**src/rtl/audio_serial_rx.sv**
```systemverilog
module audio_serial_rx (
  input  logic        bclk,
  input  logic        rst_n,
  input  logic        wclk,
  input  logic        sdata,
  input  logic [1:0]  fmt,
  input  logic [1:0]  wlen,
  output logic [31:0] left_data,
  output logic        left_vld,
  output logic [31:0] right_data,
  output logic        right_vld
);
  localparam int SW = 32;
  localparam logic [6:0] SWV = 7'(SW);
  localparam logic [1:0] FMT_DLY = 2'd1;
  localparam logic [1:0] FMT_PLS = 2'd2;

  logic          wclk_q, seen, armed;
  logic [1:0]    cfg_fmt, cfg_wlen;
  logic [SW-1:0] sr, word, aligned, lsb_mask;
  logic [6:0]    cnt, nbits, limit;
  logic          toggle, rise, is_dly, is_pls, is_rj, fstart, cnt_clr, last_n;
  logic          done_l, done_r;

  assign toggle  = seen && (wclk != wclk_q);
  assign rise    = toggle && wclk;
  assign is_dly  = cfg_fmt == FMT_DLY;
  assign is_pls  = cfg_fmt == FMT_PLS;
  assign is_rj   = !is_dly && !is_pls;
  assign fstart  = is_dly ? (toggle && !wclk) : rise;
  assign cnt_clr = is_dly ? toggle : rise;
  assign nbits   = (cfg_wlen == 2'd3) ? 7'd32 : 7'd16 + {3'd0, cfg_wlen, 2'd0};
  assign limit   = is_pls ? {nbits[5:0], 1'b0} : (is_dly ? nbits : 7'd0);
  assign last_n  = cnt == nbits - 7'd1;

  assign done_l = is_rj ? (toggle && wclk_q)  : is_dly ? (last_n && !wclk_q) : last_n;
  assign done_r = is_rj ? (toggle && !wclk_q) : is_dly ? (last_n && wclk_q)
                                                       : (cnt == limit - 7'd1);

  assign word     = is_rj ? sr : {sr[SW-2:0], sdata};
  assign aligned  = word << (SWV - nbits);
  assign lsb_mask = ~({SW{1'b1}} << (SWV - nbits));

  always_ff @(posedge bclk or negedge rst_n) begin
    if (!rst_n) begin
      wclk_q     <= 1'b0;
      seen       <= 1'b0;
      armed      <= 1'b0;
      cfg_fmt    <= 2'd0;
      cfg_wlen   <= 2'd0;
      sr         <= '0;
      cnt        <= '0;
      left_data  <= '0;
      right_data <= '0;
      left_vld   <= 1'b0;
      right_vld  <= 1'b0;
    end else begin
      wclk_q <= wclk;
      seen   <= 1'b1;
      sr     <= {sr[SW-2:0], sdata};
      if (!armed || fstart) begin
        cfg_fmt  <= fmt;
        cfg_wlen <= wlen;
      end
      if (fstart) armed <= 1'b1;
      if (cnt_clr || fstart) cnt <= '0;
      else if (cnt < limit)  cnt <= cnt + 7'd1;
      left_vld  <= armed && done_l;
      right_vld <= armed && done_r;
      if (armed && done_l) left_data  <= aligned;
      if (armed && done_r) right_data <= aligned;
    end
  end

  a_r7_one_side: assert property (@(posedge bclk) disable iff (!rst_n)
    !(left_vld && right_vld));

  a_r7_single_pulse: assert property (@(posedge bclk) disable iff (!rst_n)
    left_vld |=> !left_vld);

  a_r2_rj_left_at_fall: assert property (@(posedge bclk) disable iff (!rst_n)
    (left_vld && $past(is_rj)) |-> ($past(wclk_q) && !wclk_q));

  a_r5_left_zero_fill: assert property (@(posedge bclk) disable iff (!rst_n)
    left_vld |-> ((left_data & $past(lsb_mask)) == '0));

  a_r5_right_zero_fill: assert property (@(posedge bclk) disable iff (!rst_n)
    right_vld |-> ((right_data & $past(lsb_mask)) == '0));
endmodule

```
**config.mk**
```make
export PLATFORM = sky130hd
export DESIGN_NAME = audio_serial_rx
export DESIGN_NICKNAME = d
export VERILOG_FILES = /design/src/rtl/audio_serial_rx.sv
export SDC_FILE = /design/constraint.sdc
export NUM_CORES = 1
export LEC_CHECK = 0
export ABC_AREA = 1
export BUFFER_PORTS_ARGS = -buffer_cell sky130_fd_sc_hd__buf_2
export CAP_MARGIN = 0
export CORE_ASPECT_RATIO = 1.2
export CORE_MARGIN = 2
export CORE_UTILIZATION = 42
export CTS_CLUSTER_SIZE = 24
export DETAILED_ROUTE_END_ITERATION = 6
export SKIP_CTS_REPAIR_TIMING = 1
export SLEW_MARGIN = 20
export SYNTH_ARGS = -nofsm -noshare
export SYNTH_HDL_FRONTEND = slang
export SYNTH_SLANG_ARGS = --single-unit
```
**constraint.sdc**
```tcl
create_clock -name bclk -period 3.4 [get_ports bclk]
set_input_delay 0.85 -clock bclk [delete_from_list [all_inputs] [get_ports bclk]]
set_output_delay 0.85 -clock bclk [all_outputs]
set_load 0.05 [all_outputs]
```
* Word level (Yosys, flattened, before mapping)
Cells that the tools add are included.
Storage, ports and cells: word-level logic and storage cells 54, register bits after elaboration 112, output and inout bits 66, input bits 8
Operators by class: equal/unequal tests 6, shift-type cells 1, magnitude comparators 1, $add $sub $neg 5, reduce and logical (&&, ||, !) cells 18, mux-type cells 12
Operators with widths (count):
- 2-to-1 mux 32 bit | 1
- << shifter 32 x 7 -> 32 bit | 1
- 2-to-1 mux 7 bit | 3
- equality test 7 bit | 2
- 2-to-1 mux 6 bit | 2
- logical AND 1 bit | 10
- adder 7 x 1 -> 7 bit, second input constant | 1
- < comparator 7 bit | 1
- subtractor 6 x 1 -> 7 bit, second input constant | 1
- subtractor 6 x 6 -> 7 bit, first input constant | 1
- subtractor 7 x 1 -> 7 bit, second input constant | 1
- adder 5 x 4 -> 6 bit, first input constant | 1
- 2-to-1 mux 1 bit | 6
- logical NOT 1 bit | 5
- equality test 2 bit, second input constant | 2
- equality test 2 x 1 -> 1 bit, second input constant | 1
- logical OR 1 bit | 2
- nonzero test 2 bit | 1
- != test 1 bit | 1

* Longest topological paths before layout
Gate-level depths: netlist of the first run.
depth in word-level cells 9, depth in mapped cells 17, depth with buffers taken out 16

* Least setup slack after synthesis of the first run
No wires, ideal clock.
path type reg2reg, start reg cfg_wlen[1], end reg right_data[0], required time 3281 ps, setup time 119 ps, clock period less this slack 2279 ps, cell stages (with the launch flop) 17, setup slack 1121 ps, data arrival time 2160 ps, buffers on the path 2, path through dfrtp_1 > inv_1 > ha_1 > buf_2 > nand2_1 > o21a_1 > ha_1 > xnor2_1 > nor3_1 > nand2_1 > nor2_1 > nand3_2 > nand2_4 > nand2_4 > buf_6 > nand2_1 > nand2_1
Between the ends: word-level cells in the longest chain between the ends 9, elaborated cells on any way between the ends 15, classes of those cells add/sub (4); eq/ne (3); shift (1); mux (5); reduce/logical (2)
Ends and longest elaborated chain:
- start, declared | RTL line 19 | logic [1:0] cfg_fmt, cfg_wlen;
- start signal, assigned | RTL line 63 | cfg_wlen <= wlen;
- adder 5 x 4 -> 6 bit / equality test 2 bit (equally long branches) | RTL line 32 | assign nbits = (cfg_wlen == 2'd3) ? 7'd32 : 7'd16 + {3'd0, cfg_wlen, 2'd0};
- 2-to-1 mux 6 bit (*) | RTL line 32
- 2-to-1 mux 6 bit | RTL line 33 | assign limit = is_pls ? {nbits[5:0], 1'b0} : (is_dly ? nbits : 7'd0);
- 2-to-1 mux 7 bit | RTL line 33
- subtractor 7 x 1 -> 7 bit | RTL line 38 | : (cnt == limit - 7'd1);
- equality test 7 bit | RTL line 38
- 2-to-1 mux 1 bit (2 in a row) | RTL line 37 | assign done_r = is_rj ? (toggle && !wclk_q) : is_dly ? (last_n && wclk_q)
- logical AND 1 bit | RTL line 71 | if (armed && done_r) right_data <= aligned;
- end signal, assigned | RTL line 71
- end, declared | RTL line 10 | output logic [31:0] right_data,
Mark *: on every way between the ends. The rest lies on a longest branch, timed or not. A chain may end at the register's enable or synchronous reset.

* Worst setup path after layout of the first run
start reg cfg_wlen[1], end reg right_data[9]
Same word-level chain as after synthesis.

==> flow_summary.json, run 1 <==
{
  "synth_compound_area_frac": 0.0787,
  "synth-edff-count": 0,
  "relSlewSlack": 0.484,
  "final_nets": 862,
  "critPathArrivalTime_ps": 3150,
  "clockBufferDepth": 2,
  "fin_skew_ps": 12.5,
  "drive_above_1_share": 0.139,
  "syn-cell-area_sq_um": 5860,
  "worstSetupEndpointType": "flip-flop",
  "grt_max_degree": 113,
  "synth.largest_area_cell": "dfrtp_1",
  "clkSinkCount": 112,
  "synth_adder_area_share": 0.0341,
  "met3_length_um": 606,
  "synth.area.top_cells": "dfrtp_1 (48%), nand2_1 (23%), nand3_1 (5.8%)",
  "synth_top_family_by_area": "simple AND/OR/NAND/NOR gates",
  "drcViolationCount": 0,
  "dr_total_vias": 5136,
  "reg2reg_depth": 15,
  "highest-signal-layer": "met4",
  "die_w_um": 112,
  "routed_wl_um": 14500,
  "fin_util": 0.482,
  "hold_class": "flip-flop to flip-flop",
  "syn_to_final_growth_pct": 12.6,
  "fmaxAchievable_mhz": 343,
  "hp-start": "sr[10]",
  "crit_required_ps": 3640,
  "wl_per_cell_um": 14.3,
  "fillers": 1383,
  "post-route-min-period_ps": 2910,
  "tns_ps": 0,
  "vias_per_cell": 5.07,
  "initial_utilization": 0.428,
  "clock_latency_ps": 360,
  "whs_path_depth": 0,
  "yosys.area_share.simple": 0.334,
  "timing.rr.start": "cfg_wlen[1]",
  "worstSetupPathType": "flip-flop to flip-flop",
  "cp_slowest_stage_delay_ps": 440,
  "yosysUniqueCellTypes": 35,
  "grt_pass1_vias": 4913,
  "coreArea_sq_um": 13700,
  "crit_path_frequent_cell": "nand2_1",
  "rrSetupSlack_ps": 490,
  "fin_area_sq_um": 6600,
  "synthXorXnorAreaFrac": 0.00896,
  "ant_nets": 0,
  "ys_warn_count": 0,
  "synthMuxAreaShare": 0.00171,
  "max_cap_viol_count": 0,
  "fin_crit_sh": 0.857,
  "die_area_sq_um": 14900,
  "run_status": "finished, final reports clean",
  "place_area_sq_um": 6320,
  "crit_chain": "inv_1 -> ha_1 -> nand2_1 -> nor2_1 -> inv_1 -> ha_1 -> xnor2_1 -> nor3_1 -> nand2_1 -> nor2_1 -> nand3_2 -> nand2_4 -> nand2_4 -> nand2_1 -> nand2_1",
  "setup_slack_ps": 486,
  "die_height_um": 133,
  "drt_iter0_markers": 430,
  "routabilityCongestion": 0.905,
  "setup_violations": 0,
  "synth.top_cell.area_share": 0.478,
  "synth_nets": 804,
  "cts_tree": "built",
  "final_hold_viol_count": 0,
  "syn_inst": 780,
  "critPathLaunchType": "flip-flop",
  "ys.flop_type": "dfrtp_1",
  "overflow": 0,
  "cp_slowest_cell": "dfrtp_1",
  "synthTopCellsByCount": "nand2_1 (357), dfrtp_1 (112), nand3_1 (68)",
  "tightestPinTransition_ps": 769,
  "grt_setup_unrepaired": "no",
  "portBuffers": 73,
  "antenna_found_initial": 0,
  "clockRootBuffer": "clkbuf_16",
  "synthArstFlopShare": 1.00,
  "grt_first_pass_wirelength_um": 24600,
  "dpl_worst_slack_ps": 550,
  "ys_seq_elements": 112,
  "cts.htree.levels": 3,
  "dr.pass1.iters": 5,
  "cp_max_fo": 33,
  "cts_made_buffers": 9,
  "hpwlAfterDp_um": 10500,
  "rows": 47,
  "min_to": "sr[11]",
  "maxSlewViolCount": 0,
  "antenna_cells": 0,
  "syn_avg_cell_area_sq_um": 7.52,
  "drt-met1-wl_um": 6770,
  "ios": 74,
  "clk_pin_slew_ps": 80,
  "gr-usage-all-layers": 0.202,
  "ys_seq_area_frac": 0.478,
  "yosysMostFrequentCell": "nand2_1",
  "r2r_end": "right_data[9]",
  "route.met2.wl_um": 6680
}
layer usage:
| layer | up-vias | track usage |
|---|---|---|
| met3 | 29 | 0.0255 |
| li1 | 2583 | - |
| met1 | 2379 | 0.282 |
| met5 | - | 0 |
| met4 | 0 | 0.0905 |
| met2 | 145 | 0.315 |
cell type report:
type | instances | area [sq um] | area share
Clock buffer | 10 | 229 | 0.0347
Clock inverter | 6 | 52.6 | 0.00796
Inverter | 45 | 169 | 0.0256
Multi-Input combinational cell | 588 | 2690 | 0.407
Sequential cell | 112 | 2800 | 0.424
Tap cell | 171 | 214 | 0.0324
Timing Repair Buffer | 82 | 448 | 0.0678
worst max path at each step:
stage | endpoint | slack (ps) | from | cells after the start
6_report | right_data[9] | 490 | cfg_wlen[1] | 15
5_1_grt | right_data[15] | 240 | cfg_wlen[1] | 15
4_1_cts | right_data[9] | 520 | cfg_wlen[1] | 15
3_5_place_dp | right_data[9] | 550 | cfg_wlen[1] | 15
3_3_place_gp | left_data[11] | 650 | cfg_wlen[1] | 14
2_1_floorplan | right_data[0] | 1120 | cfg_wlen[1] | 16
logic make-up after synthesis:
| family | after synthesis |
|---|---|
| other | 1 |
| flip-flops | 112 |
| multiplexers | 1 |
| AND/OR/NAND/NOR | 480 |
| buffers and inverters | 80 |
| adder cells (fa/ha/maj) | 16 |
| AO/OA/AOI/OAI | 84 |
| XOR/XNOR | 6 |
worst max-delay path: cells and delay by family, from the launching register on:
kind                       cells  cell delay, ps
buffers and inverters          2             220
adders and majority gates      2             500
DFF                            1             440
and+or+nand+nor               10            1490
xor gates and xnor gates       1             130
flip-flops by register name, summed over array words and instances (netlist names):
signal	cells
wclk_q	1
seen	1
cnt	7
left_data	32
cfg_wlen	2
left_vld	1
cfg_fmt	2
right_vld	1
armed	1
right_data	32
sr	32
placed cells by master, fill, tap and decap left out:
cell | netlist | final
inv_6 | 0 | 2
nand3b_1 | 2 | 2
buf_4 | 10 | 9
and2_1 | 4 | 4
buf_2 | 11 | 72
nand4_1 | 2 | 2
o21ai_2 | 1 | 1
o21a_1 | 1 | 1
buf_12 | 0 | 1
nor2_2 | 2 | 2
inv_2 | 6 | 6
nor3_1 | 1 | 1
o31ai_2 | 1 | 1
or2_2 | 4 | 4
a21oi_1 | 11 | 11
nor4_1 | 1 | 1
conb_1 | 1 | 1
xnor2_1 | 2 | 2
nor2_1 | 34 | 34
nand3_2 | 2 | 2
clkbuf_16 | 0 | 9
clkinvlp_4 | 0 | 2
mux2i_1 | 1 | 1
xor2_1 | 4 | 4
clkbuf_1 | 9 | 1
a21boi_0 | 4 | 4
nand2_1 | 357 | 357
clkinv_4 | 0 | 1
nor3b_1 | 1 | 1
dfrtp_1 | 112 | 112
inv_1 | 39 | 39
ha_1 | 16 | 16
a21oi_2 | 2 | 2
nand3_1 | 68 | 68
nand2_4 | 2 | 2
o21ai_0 | 57 | 57
o211ai_1 | 4 | 4
o21ai_1 | 3 | 3
inv_8 | 0 | 1
through the flow:
step / hold slack [ps] / std cells
global placement: 360 / 998
detailed placement: 360 / 998
global route: 384 / 1014
finish: 376 / 1014
floorplan: 354 / 780
CTS: 376 / 1014
Power of run 1 is left out: the tool's default activity adds up to more than one toggle a clock period on the data nets, which glitch-free logic cannot reach.
==> inputs of run 2 (changes only) <==
--- a/config.mk
+++ b/config.mk
@@ -5,7 +5,6 @@
 export SDC_FILE = /design/constraint.sdc
 export NUM_CORES = 1
 export LEC_CHECK = 0
-export ABC_AREA = 1
 export BUFFER_PORTS_ARGS = -buffer_cell sky130_fd_sc_hd__buf_2
 export CAP_MARGIN = 0
 export CORE_ASPECT_RATIO = 1.2
==> run 2 against run 1 <==
Compared with the run above:
- first-iteration DRC count shrank 52%
- synthesized area is 2.4% lower
- highest routed layer unchanged
- via count fell by 26%
==> flow_summary.json, run 2 <==
{
  "worstSetupEndpointType": "flip-flop",
  "synthXorXnorAreaFrac": 0.0195,
  "synthMuxAreaShare": 0.254,
  "portBuffers": 73,
  "rows": 46,
  "critPathArrivalTime_ps": 3340,
  "coreArea_sq_um": 13200,
  "synth_top_family_by_area": "multiplexers",
  "initial_utilization": 0.432,
  "hpwlAfterDp_um": 9380,
  "maxSlewViolCount": 0,
  "tightestPinTransition_ps": 791,
  "cts.htree.levels": 3,
  "synth-edff-count": 0,
  "grt_pass1_vias": 3922,
  "fillers": 1199,
  "clk_pin_slew_ps": 70,
  "fmaxAchievable_mhz": 322,
  "clock_latency_ps": 360,
  "synth.top_cell.area_share": 0.490,
  "overflow": 0,
  "grt_first_pass_wirelength_um": 20900,
  "setup_slack_ps": 298,
  "ys_warn_count": 0,
  "crit_required_ps": 3640,
  "setup_violations": 0,
  "clockBufferDepth": 2,
  "clockRootBuffer": "clkbuf_16",
  "cp_max_fo": 33,
  "cts_tree": "built",
  "dpl_worst_slack_ps": 204,
  "synthTopCellsByCount": "dfrtp_1 (112), mux2_2 (49), mux2i_1 (40)",
  "clkSinkCount": 112,
  "routed_wl_um": 12700,
  "ys_seq_area_frac": 0.490,
  "cts_made_buffers": 9,
  "final_nets": 559,
  "ant_nets": 0,
  "syn-cell-area_sq_um": 5720,
  "multi_input_area_sq_um": 2760,
  "ios": 74,
  "synth_compound_area_frac": 0.0890,
  "antenna_found_initial": 0,
  "max_cap_viol_count": 0,
  "synth.largest_area_cell": "dfrtp_1",
  "syn_to_final_growth_pct": 14.9,
  "yosysUniqueCellTypes": 52,
  "drcViolationCount": 0,
  "routabilityCongestion": 0.891,
  "drive_above_1_share": 0.349,
  "drt_iter0_markers": 207,
  "hold_class": "flip-flop to flip-flop",
  "syn_avg_cell_area_sq_um": 12.3,
  "antenna_cells": 0,
  "grt_setup_unrepaired": "no",
  "tns_ps": 0,
  "ys_seq_elements": 112,
  "synth_nets": 488,
  "vias_per_cell": 5.36,
  "grt_max_degree": 63,
  "dr.pass1.iters": 4,
  "ys.flop_type": "dfrtp_1",
  "regArea_sq_um": 2800,
  "fin_skew_ps": 14.0,
  "worstSetupPathType": "flip-flop to flip-flop",
  "layout_commonest_cell": "dfrtp_1",
  "die_height_um": 132,
  "critPathLaunchType": "flip-flop",
  "yosys.area_share.simple": 0.0807,
  "synthArstFlopShare": 1.00,
  "wl_per_cell_um": 18.0,
  "final_hold_viol_count": 0,
  "fin_crit_sh": 0.912,
  "gr-usage-all-layers": 0.179,
  "syn_inst": 464,
  "synth_adder_area_share": 0.0350,
  "yosysMostFrequentCell": "dfrtp_1",
  "post-route-min-period_ps": 3100,
  "relSlewSlack": 0.473,
  "largestRegisters": "left_data (32), right_data (32), sr (32)",
  "dr_total_vias": 3787,
  "run_status": "finished, final reports clean",
  "synth.area.top_cells": "dfrtp_1 (49%), mux2_2 (9.6%), mux2_4 (7.6%)",
  "die_area_sq_um": 14600,
  "die_w_um": 111,
  "final_cell_mix": "dfrtp_1 (112), buf_2 (72), mux2_2 (49), mux2i_1 (40), nand2_1 (33)"
}
## run 2: changes by cell type after synthesis, moves of 9 or more
| cell | delta |
|---|---|
| nor2_1 | -13 |
| o22ai_1 | +17 |
| mux2i_1 | +39 |
| mux2_4 | +29 |
| mux2_2 | +49 |
| nand2_1 | -324 |
| inv_1 | -26 |
| buf_4 | -9 |
| nand3_1 | -62 |
| o21ai_0 | -49 |
## run 2: stage by stage
| stage | util | std cells | instance area [sq um] | hold slack [ps] |
|---|---|---|---|---|
| 2_1_floorplan | - | 464 | 5720 | 350 |
| 3_3_place_gp | 0.474 | 692 | 6280 | 356 |
| 3_5_place_dp | 0.474 | 692 | 6280 | 364 |
| 4_1_cts | 0.495 | 707 | 6560 | 382 |
| 5_1_grt | 0.497 | 707 | 6570 | 393 |
| 6_report | 0.497 | 707 | 6570 | 381 |
## run 2: area by class of cell
class,instances,share of cell area
inverter,14,0.00800
tap,168,0.0320
timing repair buffer,83,0.0712
sequential,112,0.426
clock buffer,9,0.0343
clock inverter,6,0.00838
multi-input combinational,315,0.420
## run 2: worst paths after layout
kind	slack, ps	endpoint	from	cells after the start
worst max-delay path	300	right_data[21]	cfg_wlen[0]	12
worst max register to register	300	right_data[21]	cfg_wlen[0]	12
min in group asynchronous	550	left_data[10]	rst_n	1
max in group asynchronous	2100	cnt[0]	rst_n	2
worst min register to register	380	sr[30]	sr[29]	0
worst min-delay path	380	sr[30]	sr[29]	0
## run 2: critical path, stage by stage (launching register included)
cell,delay [ps]
dfrtp_1,440
inv_1,110
ha_1,230
and3b_1,160
a21oi_1,190
ha_1,260
nand2b_1,70
a21oi_1,290
o2111a_1,300
o311ai_4,110
a21oi_4,160
buf_12,250
mux2_2,370
## run 2: kinds of logic after synthesis
group	count (synthesis)
adder cells (fa/ha/maj)	16
flip-flops	112
XOR/XNOR	11
AO/OA/AOI/OAI	72
AND/OR/NAND/NOR	94
multiplexers	121
other	1
buffers and inverters	37
## run 2: routing by layer
layer | vias to the layer above | global-route usage | part of all wire
li1 | 1810 | - | -
met1 | 1865 | 0.229 | 0.43
met2 | 89 | 0.300 | 0.51
met3 | 23 | 0.0308 | 0.035
met4 | 0 | 0.0785 | 0.021
met5 | - | 0 | 0
Power of run 2 is left out for the same reason.
